## config.mk

```make
export PLATFORM = sky130hd
export DESIGN_NAME = pshift_ctrl
export DESIGN_NICKNAME = d
export VERILOG_FILES = /design/src/rtl/pshift_pkg.sv /design/src/rtl/pshift_step.sv /design/src/rtl/pshift_timer.sv /design/src/rtl/pshift_ctrl.sv
export SDC_FILE = /design/constraint.sdc
export NUM_CORES = 1
export LEC_CHECK = 0
export ABC_AREA = 0
export BUFFER_PORTS_ARGS = -buffer_cell sky130_fd_sc_hd__buf_2
export CORE_AREA = 2 2 42 63
export CTS_CLUSTER_SIZE = 20
export DETAILED_ROUTE_END_ITERATION = 8
export DIE_AREA = 0 0 44 65
export GPL_TIMING_DRIVEN = 0
export HOLD_SLACK_MARGIN = 0.06
export PLACE_DENSITY = 0.79
export RECOVER_POWER = 50
export SLEW_MARGIN = 10
export SYNTH_ARGS = -nofsm -noshare
export SYNTH_HDL_FRONTEND = slang
export SYNTH_SLANG_ARGS = --single-unit
```

## constraint.sdc

```tcl
create_clock -name ps_clk -period 3.3 [get_ports ps_clk]
set_input_delay 0.165 -clock ps_clk [delete_from_list [all_inputs] [get_ports ps_clk]]
set_output_delay 0.165 -clock ps_clk [all_outputs]
set_load 0.02 [all_outputs]
```

## src/rtl/pshift_pkg.sv

```systemverilog
`timescale 1ns/1ps
package pshift_pkg;

    typedef enum logic [1:0] {
        PS_MODE_NONE  = 2'd0,
        PS_MODE_FIXED = 2'd1,
        PS_MODE_VAR   = 2'd2
    } ps_mode_e;

    // Clamp an integer into the symmetric window [-lim, +lim].
    function automatic int clamp_ofs(input int v, input int lim);
        if (v > lim)  return lim;
        if (v < -lim) return -lim;
        return v;
    endfunction

endpackage

```

## src/rtl/pshift_step.sv

```systemverilog
`timescale 1ns/1ps
// Combinational one-unit step with window check.
module pshift_step #(
    parameter int OFS_W = 9,
    parameter int LIMIT = 255
) (
    input  logic signed [OFS_W-1:0] cur_i,
    input  logic                    inc_i,
    output logic signed [OFS_W-1:0] nxt_o,
    output logic                    clip_o
);
    localparam int WW = OFS_W + 1;
    localparam logic signed [WW-1:0] LIM_POS = WW'(LIMIT);
    localparam logic signed [WW-1:0] LIM_NEG = -WW'(LIMIT);

    logic signed [WW-1:0] cur_ext;
    logic signed [WW-1:0] cand;

    always_comb begin
        cur_ext = $signed({cur_i[OFS_W-1], cur_i});
        cand    = inc_i ? (cur_ext + WW'(1)) : (cur_ext - WW'(1));
        clip_o  = (cand > LIM_POS) || (cand < LIM_NEG);
        nxt_o   = clip_o ? cur_i : cand[OFS_W-1:0];
    end

endmodule

```

## src/rtl/pshift_timer.sv

```systemverilog
`timescale 1ns/1ps
// Busy window of LAT cycles; fire_o is high in the last cycle of it.
module pshift_timer #(
    parameter int LAT = 3
) (
    input  logic clk,
    input  logic rst_n,
    input  logic start_i,
    output logic busy_o,
    output logic fire_o
);
    localparam int CNT_W = (LAT < 2) ? 1 : $clog2(LAT);

    typedef struct packed {
        logic             busy;
        logic [CNT_W-1:0] cnt;
    } tmr_s;

    tmr_s tmr_d, tmr_q;

    always_comb begin
        tmr_d = tmr_q;
        if (tmr_q.busy) begin
            if (tmr_q.cnt == '0) tmr_d.busy = 1'b0;
            else                 tmr_d.cnt  = tmr_q.cnt - CNT_W'(1);
        end else if (start_i) begin
            tmr_d.busy = 1'b1;
            tmr_d.cnt  = CNT_W'(LAT - 1);
        end
    end

    always_ff @(posedge clk or negedge rst_n) begin
        if (!rst_n) tmr_q <= '0;
        else        tmr_q <= tmr_d;
    end

    assign busy_o = tmr_q.busy;
    assign fire_o = tmr_q.busy && (tmr_q.cnt == '0);

endmodule

```

## src/rtl/pshift_ctrl.sv

```systemverilog
`timescale 1ns/1ps
// Signed phase-offset setting with mode selection and step handshake.
module pshift_ctrl
    import pshift_pkg::*;
#(
    parameter ps_mode_e MODE      = PS_MODE_VAR,
    parameter int       OFS_W     = 9,
    parameter int       OFS_LIMIT = 255,
    parameter int       FIXED_OFS = 0,
    parameter int       DONE_LAT  = 3
) (
    input  logic                    ps_clk,
    input  logic                    ps_rst_n,
    input  logic                    ps_en_i,
    input  logic                    ps_inc_i,
    output logic                    ps_done_o,
    output logic signed [OFS_W-1:0] phase_ofs_o
);
    localparam logic [OFS_W-1:0] DEF_OFS =
        (MODE == PS_MODE_FIXED) ? OFS_W'(clamp_ofs(FIXED_OFS, OFS_LIMIT)) : '0;

    typedef struct packed {
        logic [OFS_W-1:0] ofs;
        logic             inc;
        logic             done;
    } ctl_s;

    ctl_s ctl_d, ctl_q;

    logic                    busy;
    logic                    fire;
    logic                    accept;
    logic signed [OFS_W-1:0] step_nxt;
    logic                    step_clip;

    generate
        if (MODE == PS_MODE_VAR) begin : g_var
            assign accept = ps_en_i && !busy;
        end else begin : g_static
            assign accept = 1'b0;
        end
    endgenerate

    pshift_timer #(.LAT(DONE_LAT)) u_timer (
        .clk     (ps_clk),
        .rst_n   (ps_rst_n),
        .start_i (accept),
        .busy_o  (busy),
        .fire_o  (fire)
    );

    pshift_step #(.OFS_W(OFS_W), .LIMIT(OFS_LIMIT)) u_step (
        .cur_i  ($signed(ctl_q.ofs)),
        .inc_i  (ctl_q.inc),
        .nxt_o  (step_nxt),
        .clip_o (step_clip)
    );

    always_comb begin
        ctl_d      = ctl_q;
        ctl_d.done = 1'b0;
        if (accept) ctl_d.inc = ps_inc_i;
        if (fire) begin
            // A clipped request keeps the old value (step_nxt == current).
            ctl_d.ofs  = step_clip ? ctl_q.ofs : step_nxt;
            ctl_d.done = 1'b1;
        end
    end

    always_ff @(posedge ps_clk or negedge ps_rst_n) begin
        if (!ps_rst_n) begin
            ctl_q.ofs  <= DEF_OFS;
            ctl_q.inc  <= 1'b0;
            ctl_q.done <= 1'b0;
        end else begin
            ctl_q <= ctl_d;
        end
    end

    assign ps_done_o   = ctl_q.done;
    assign phase_ofs_o = $signed(ctl_q.ofs);

endmodule

```

# After elaboration in Yosys (flattened, before gate mapping)
# Cells that the tools add are included.
# totals
mem_count	0
latch_bits	0
word_cells	26
mem_bits_rw	0
mem_bits_ro	0
regBits	14
# op_classes
reduce_logical	8
div_mod_pow	0
eq_ne	1
bitwise_logic	1
multipliers	0
order_cmp	2
n_shift	0
mux	6
addsub	3
# op_table
op	n
$add 9x2->10 const B	1
$gt 10x9->1 const B	1
$lt 10x9->1 const B	1
$mux 10	1
$sub 9x2->10 const B	1
$mux 3	2
$reduce_and 2->1	2
$logic_and 1x1->1	2
$logic_not 2->1	1
$mux 1	2
$mux 2	1
$ne 2x2->1 const B	1
$reduce_bool 2->1	1
$sub 2x1->2 const B	1
$logic_not 1->1	1
$logic_or 1x1->1	1
$not 1->1	1

# Longest topological paths before layout
# depth
ltp_word	6
mapped_depth	10

# By module
# From an unflattened synthesis, not the netlist that was laid out.
# hier_totals
hier_cells	135
hier_area_um2	1338.8
# by_module_without_submodules
module	n_inst	area_per_inst_um2	cells_each
pshift_step	1	666.9	88
pshift_ctrl	1	529.3	33
pshift_timer	1	142.6	14

# Least setup slack after synthesis
# Ideal clock, no wire load.
# synth_timing
kind	reg2reg
start	register ctl_q, in the netlist phase_ofs_o[0]
end	register ctl_q, in the netlist phase_ofs_o[3]
required_ns	3.175
path_stages_with_launch	10
setup_slack_ns	0.416
path_buffers	0
period_less_slack_ns	2.884
arrival_time_ns	2.759
setup_time_ns	0.125
cell_sequence	dfrtp_1 -> inv_1 -> fa_1 -> nand2b_1 -> a21oi_1 -> xor2_1 -> or4_1 -> o311ai_4 -> nand2_4 -> mux2_4
# synth_between
elab_chain_len	6
elab_cells_between_ends	8
cone_classes	add/sub: 2; order compare: 2; mux: 1; bitwise: 1; reduce/logical: 2
# synth_lines
item	line_no	text
start, declared	pshift_ctrl.sv:28	ctl_s ctl_d, ctl_q;
start signal, assigned	pshift_ctrl.sv:76	ctl_q <= ctl_d;
$sub 9x2->10 or $add 9x2->10 (tied branches)	pshift_step.sv:21	cand = inc_i ? (cur_ext + WW'(1)) : (cur_ext - WW'(1));
$mux 10 *	pshift_step.sv:21	
named net step_nxt[0]	pshift_ctrl.sv:33	logic signed [OFS_W-1:0] step_nxt;
$gt 10x9->1 or $lt 10x9->1 (tied branches)	pshift_step.sv:22	clip_o = (cand > LIM_POS) || (cand < LIM_NEG);
$logic_or 1x1->1 *	pshift_step.sv:22	
$not 1->1 (no source line) *	-	
$reduce_and 2->1 (no source line) *	-	
# The timed path passes the listed nets; every way through them passes the cells marked *.
# A chain may end at the register's enable or synchronous reset.

# Worst setup path in the final report
# layout_timing
start	register ctl_q[1] in the netlist's numbering
end	register ctl_q, in the netlist phase_ofs_o[3]
# layout_between
elab_chain_len	5
elab_cells_between_ends	6
cone_classes	order compare: 2; mux: 1; bitwise: 1; reduce/logical: 2
# layout_lines
item	line_no
$mux 10 *	pshift_step.sv:21
$gt 10x9->1 or $lt 10x9->1 (tied branches)	pshift_step.sv:22
$logic_or 1x1->1	pshift_step.sv:22
$not 1->1 (no source line)	-
$reduce_and 2->1 (no source line)	-
# Mark *: on every way between the ends. The rest lies on a longest branch, timed or not.

==> metrics <==
fraction of registers with async set/reset=100%; CTS tree=built; clock slew at reported path FFs=0.08 ns; Clock Tree Buf Depth=2; DR vias/cell=5.76; WL met2=1.30 mm; clock latency on the worst-skew pair=0.28 ns; Remaining DRCs=0; Max Slew Vio Count=0; CP cell instances=inv_1, ha_1, buf_2, a21oi_1, a21oi_1, a211oi_1, nand2_1, or3_1, nand2_4, mux2_4; GP Congestion=0.893; clock root buffer=clkbuf_4; CP endpoint kind=flop; critical path fanouts, max=10; Worst EP arrival=3.23 ns; initial drt markers=10; yosys warns=0; Multi-input gate area=707 um2; total CTS buffers=3; total gr overflow=0; Worst Path Class, Setup=flop to flop; Clock Skew=0.000481 ns; setup TNS=0 ns; height of the chip=65 um; Syn-to-layout area delta=12.0%; wl on met1=946 um; I/O pin total=14; Sequential Area=350 um2; Setup violations, final=0; max_cap viols=0; Slew @ Worst Pin=0.740 ns; DP HPWL=1.90 mm; Max Used Layer=met4; vias=916; dpl cell area=1210 um2; Synth Flop Type=dfrtp_1; Total GRT Usage=19.1%; Die X=44 um; CP required=3.47 ns; vias in the first global route=949; startpoint types=flop; post-synthesis sequential area ratio=31.5%; Max Fclk=328 MHz; largest net degree at the start of global routing=15; Post-Syn Area=1110 um2; Gate Count Post-Synth=117; outcome=complete, no violations; worst rel slew slack=50.7%; most used cell, CP=a21oi_1; WL final=2.35 mm; postcts setup bufs=0; WL met3=43 um; cell row count=22; net total in the final layout=151; share of cells above drive strength 1=17.8%; number of flops mapped to enable cells by yosys=0; path type of the worst min-delay path=input pin to flop; htree depth=1; initial antenna violation count=0; fillers=238; post-route ant nets=0; largest stage delay on the critical path=0.46 ns; Mapped Nets=132; Final Hold Vio Count=0; Final Cycle Share=92.5%; router iterations before antenna repair=4; Initial Util=46.9%; clock sink count=14; Final Cell Area=1240 um2; synthesis-stage register bit count=14; Syn Area/Cell=9.50 um2; first-pass GRT wire length=4.11 mm; post-synth cell types=43; # diodes=0; wire per inst=14.8 um; core footprint=2370 um2; die area=2860 um2; IO Port Bufs=13; RSZ-0062 raised after global routing=false; slowest CP cell=or3_1; clock period minus worst slack=3.05 ns
[layer usage]
| layer | up-vias | global-route usage, % |
|---|---|---|
| li1 | 462 | - |
| met1 | 430 | 20.9 |
| met2 | 17 | 34.7 |
| met3 | 7 | 1.67 |
| met4 | 0 | 10.2 |
| met5 | - | 0 |
[state kept, by name (all words and copies together), names as in the netlist]
register / cells
ctl_q: 1
u_timer.busy_o: 1
u_timer.tmr_q: 2
ps_done_o: 1
phase_ofs_o: 9
[layout by cell type, fill, tap and decap left out, drive strengths merged, types with 3 or more instances in the layout]
cell / count
clkbuf: 10
ha: 10
dfrtp: 14
a21oi: 8
nand3: 3
inv: 13
nand2: 6
o21ai: 3
nand2b: 3
nor2b: 4
xor2: 5
buf: 8
a211oi: 3
nor2: 11
[logic make-up (layout without fill, tap and decap cells)]
family,count (synthesis),count (layout),share of synthesized area (%)
simple gates,37,37,18.6
compound gates,30,30,22.3
flops,14,14,31.5
buf+inv,14,32,4.84
fa+ha+maj,11,11,13.1
xor+xnor,7,7,5.52
mux,4,4,4.17
[worst paths after layout]
kind | end | cells past startpoint | slack (ns) | startpoint
min | ctl_q[1] | 2 | 0.12 | ps_inc_i
max reg2reg | phase_ofs_o[3] | 10 | 0.25 | ctl_q[1]
max | phase_ofs_o[3] | 10 | 0.25 | ctl_q[1]
max in group asynchronous | phase_ofs_o[8] | 2 | 2.39 | ps_rst_n
min in group asynchronous | phase_ofs_o[3] | 2 | 0.45 | ps_rst_n
min reg2reg | u_timer.tmr_q[1] | 1 | 0.53 | u_timer.busy_o
[critical path: cells and delay by family (launching register included)]
kind / cells / cell delay [ns]
AO/OA/AOI/OAI: 3 / 0.71
adder cells (fa/ha/maj): 1 / 0.33
flip-flops: 1 / 0.40
buffers and inverters: 2 / 0.45
AND/OR/NAND/NOR: 3 / 0.75
multiplexers: 1 / 0.31
[final cells by class]
cell class,count,area share [%]
Tap cell,24,2.41
Multi-Input combinational cell,89,56.8
Clock buffer,4,2.91
Buffer,1,0.402
Sequential cell,14,28.1
Inverter,13,3.92
Timing Repair Buffer,14,5.43
[per-stage QoR]
| step | util, % | setup slack (ns) | hold slack (ns) | cells |
|---|---|---|---|---|
| global route | 52.6 | 0.0215 | 0.126 | 159 |
| finish | 52.6 | 0.247 | 0.123 | 159 |
| floorplan | - | 0.416 | -0.131 | 117 |
| CTS | 52.9 | 0.241 | 0.120 | 159 |
| global placement | 51.0 | 0.327 | 0.0685 | 154 |
| detailed placement | 51.0 | 0.267 | 0.0751 | 154 |
[cells in the mapped netlist (2+ instances only)]
| cell | instances | area (um2) |
|---|---|---|
| and3_2 | 2 | 15.0 |
| nand2b_1 | 3 | 18.8 |
| dfrtp_1 | 14 | 350 |
| inv_1 | 13 | 48.8 |
| mux2i_1 | 2 | 20.0 |
| xnor2_1 | 2 | 17.5 |
| o22a_1 | 2 | 17.5 |
| ha_1 | 10 | 125 |
| o21ai_0 | 3 | 15.0 |
| nor2_1 | 11 | 41.3 |
| nand2_1 | 4 | 15.0 |
| a21oi_1 | 8 | 40.0 |
| xor2_1 | 5 | 43.8 |
| a211oi_1 | 2 | 15.0 |
| nand3b_1 | 2 | 15.0 |
| nand3_1 | 3 | 15.0 |
| nor3_1 | 2 | 10.0 |
| nor2b_1 | 4 | 25.0 |
[timing repair]
action                                 in CTS  in global routing
setup endpoints to repair                   0                  0
endpoints found under the hold margin      14                  0
hold buffers                                1                  0
gates resized for setup                     0                  0
Power is not shown: default switching activity piles up to over one toggle a cycle in this logic, so the estimate is an artifact.
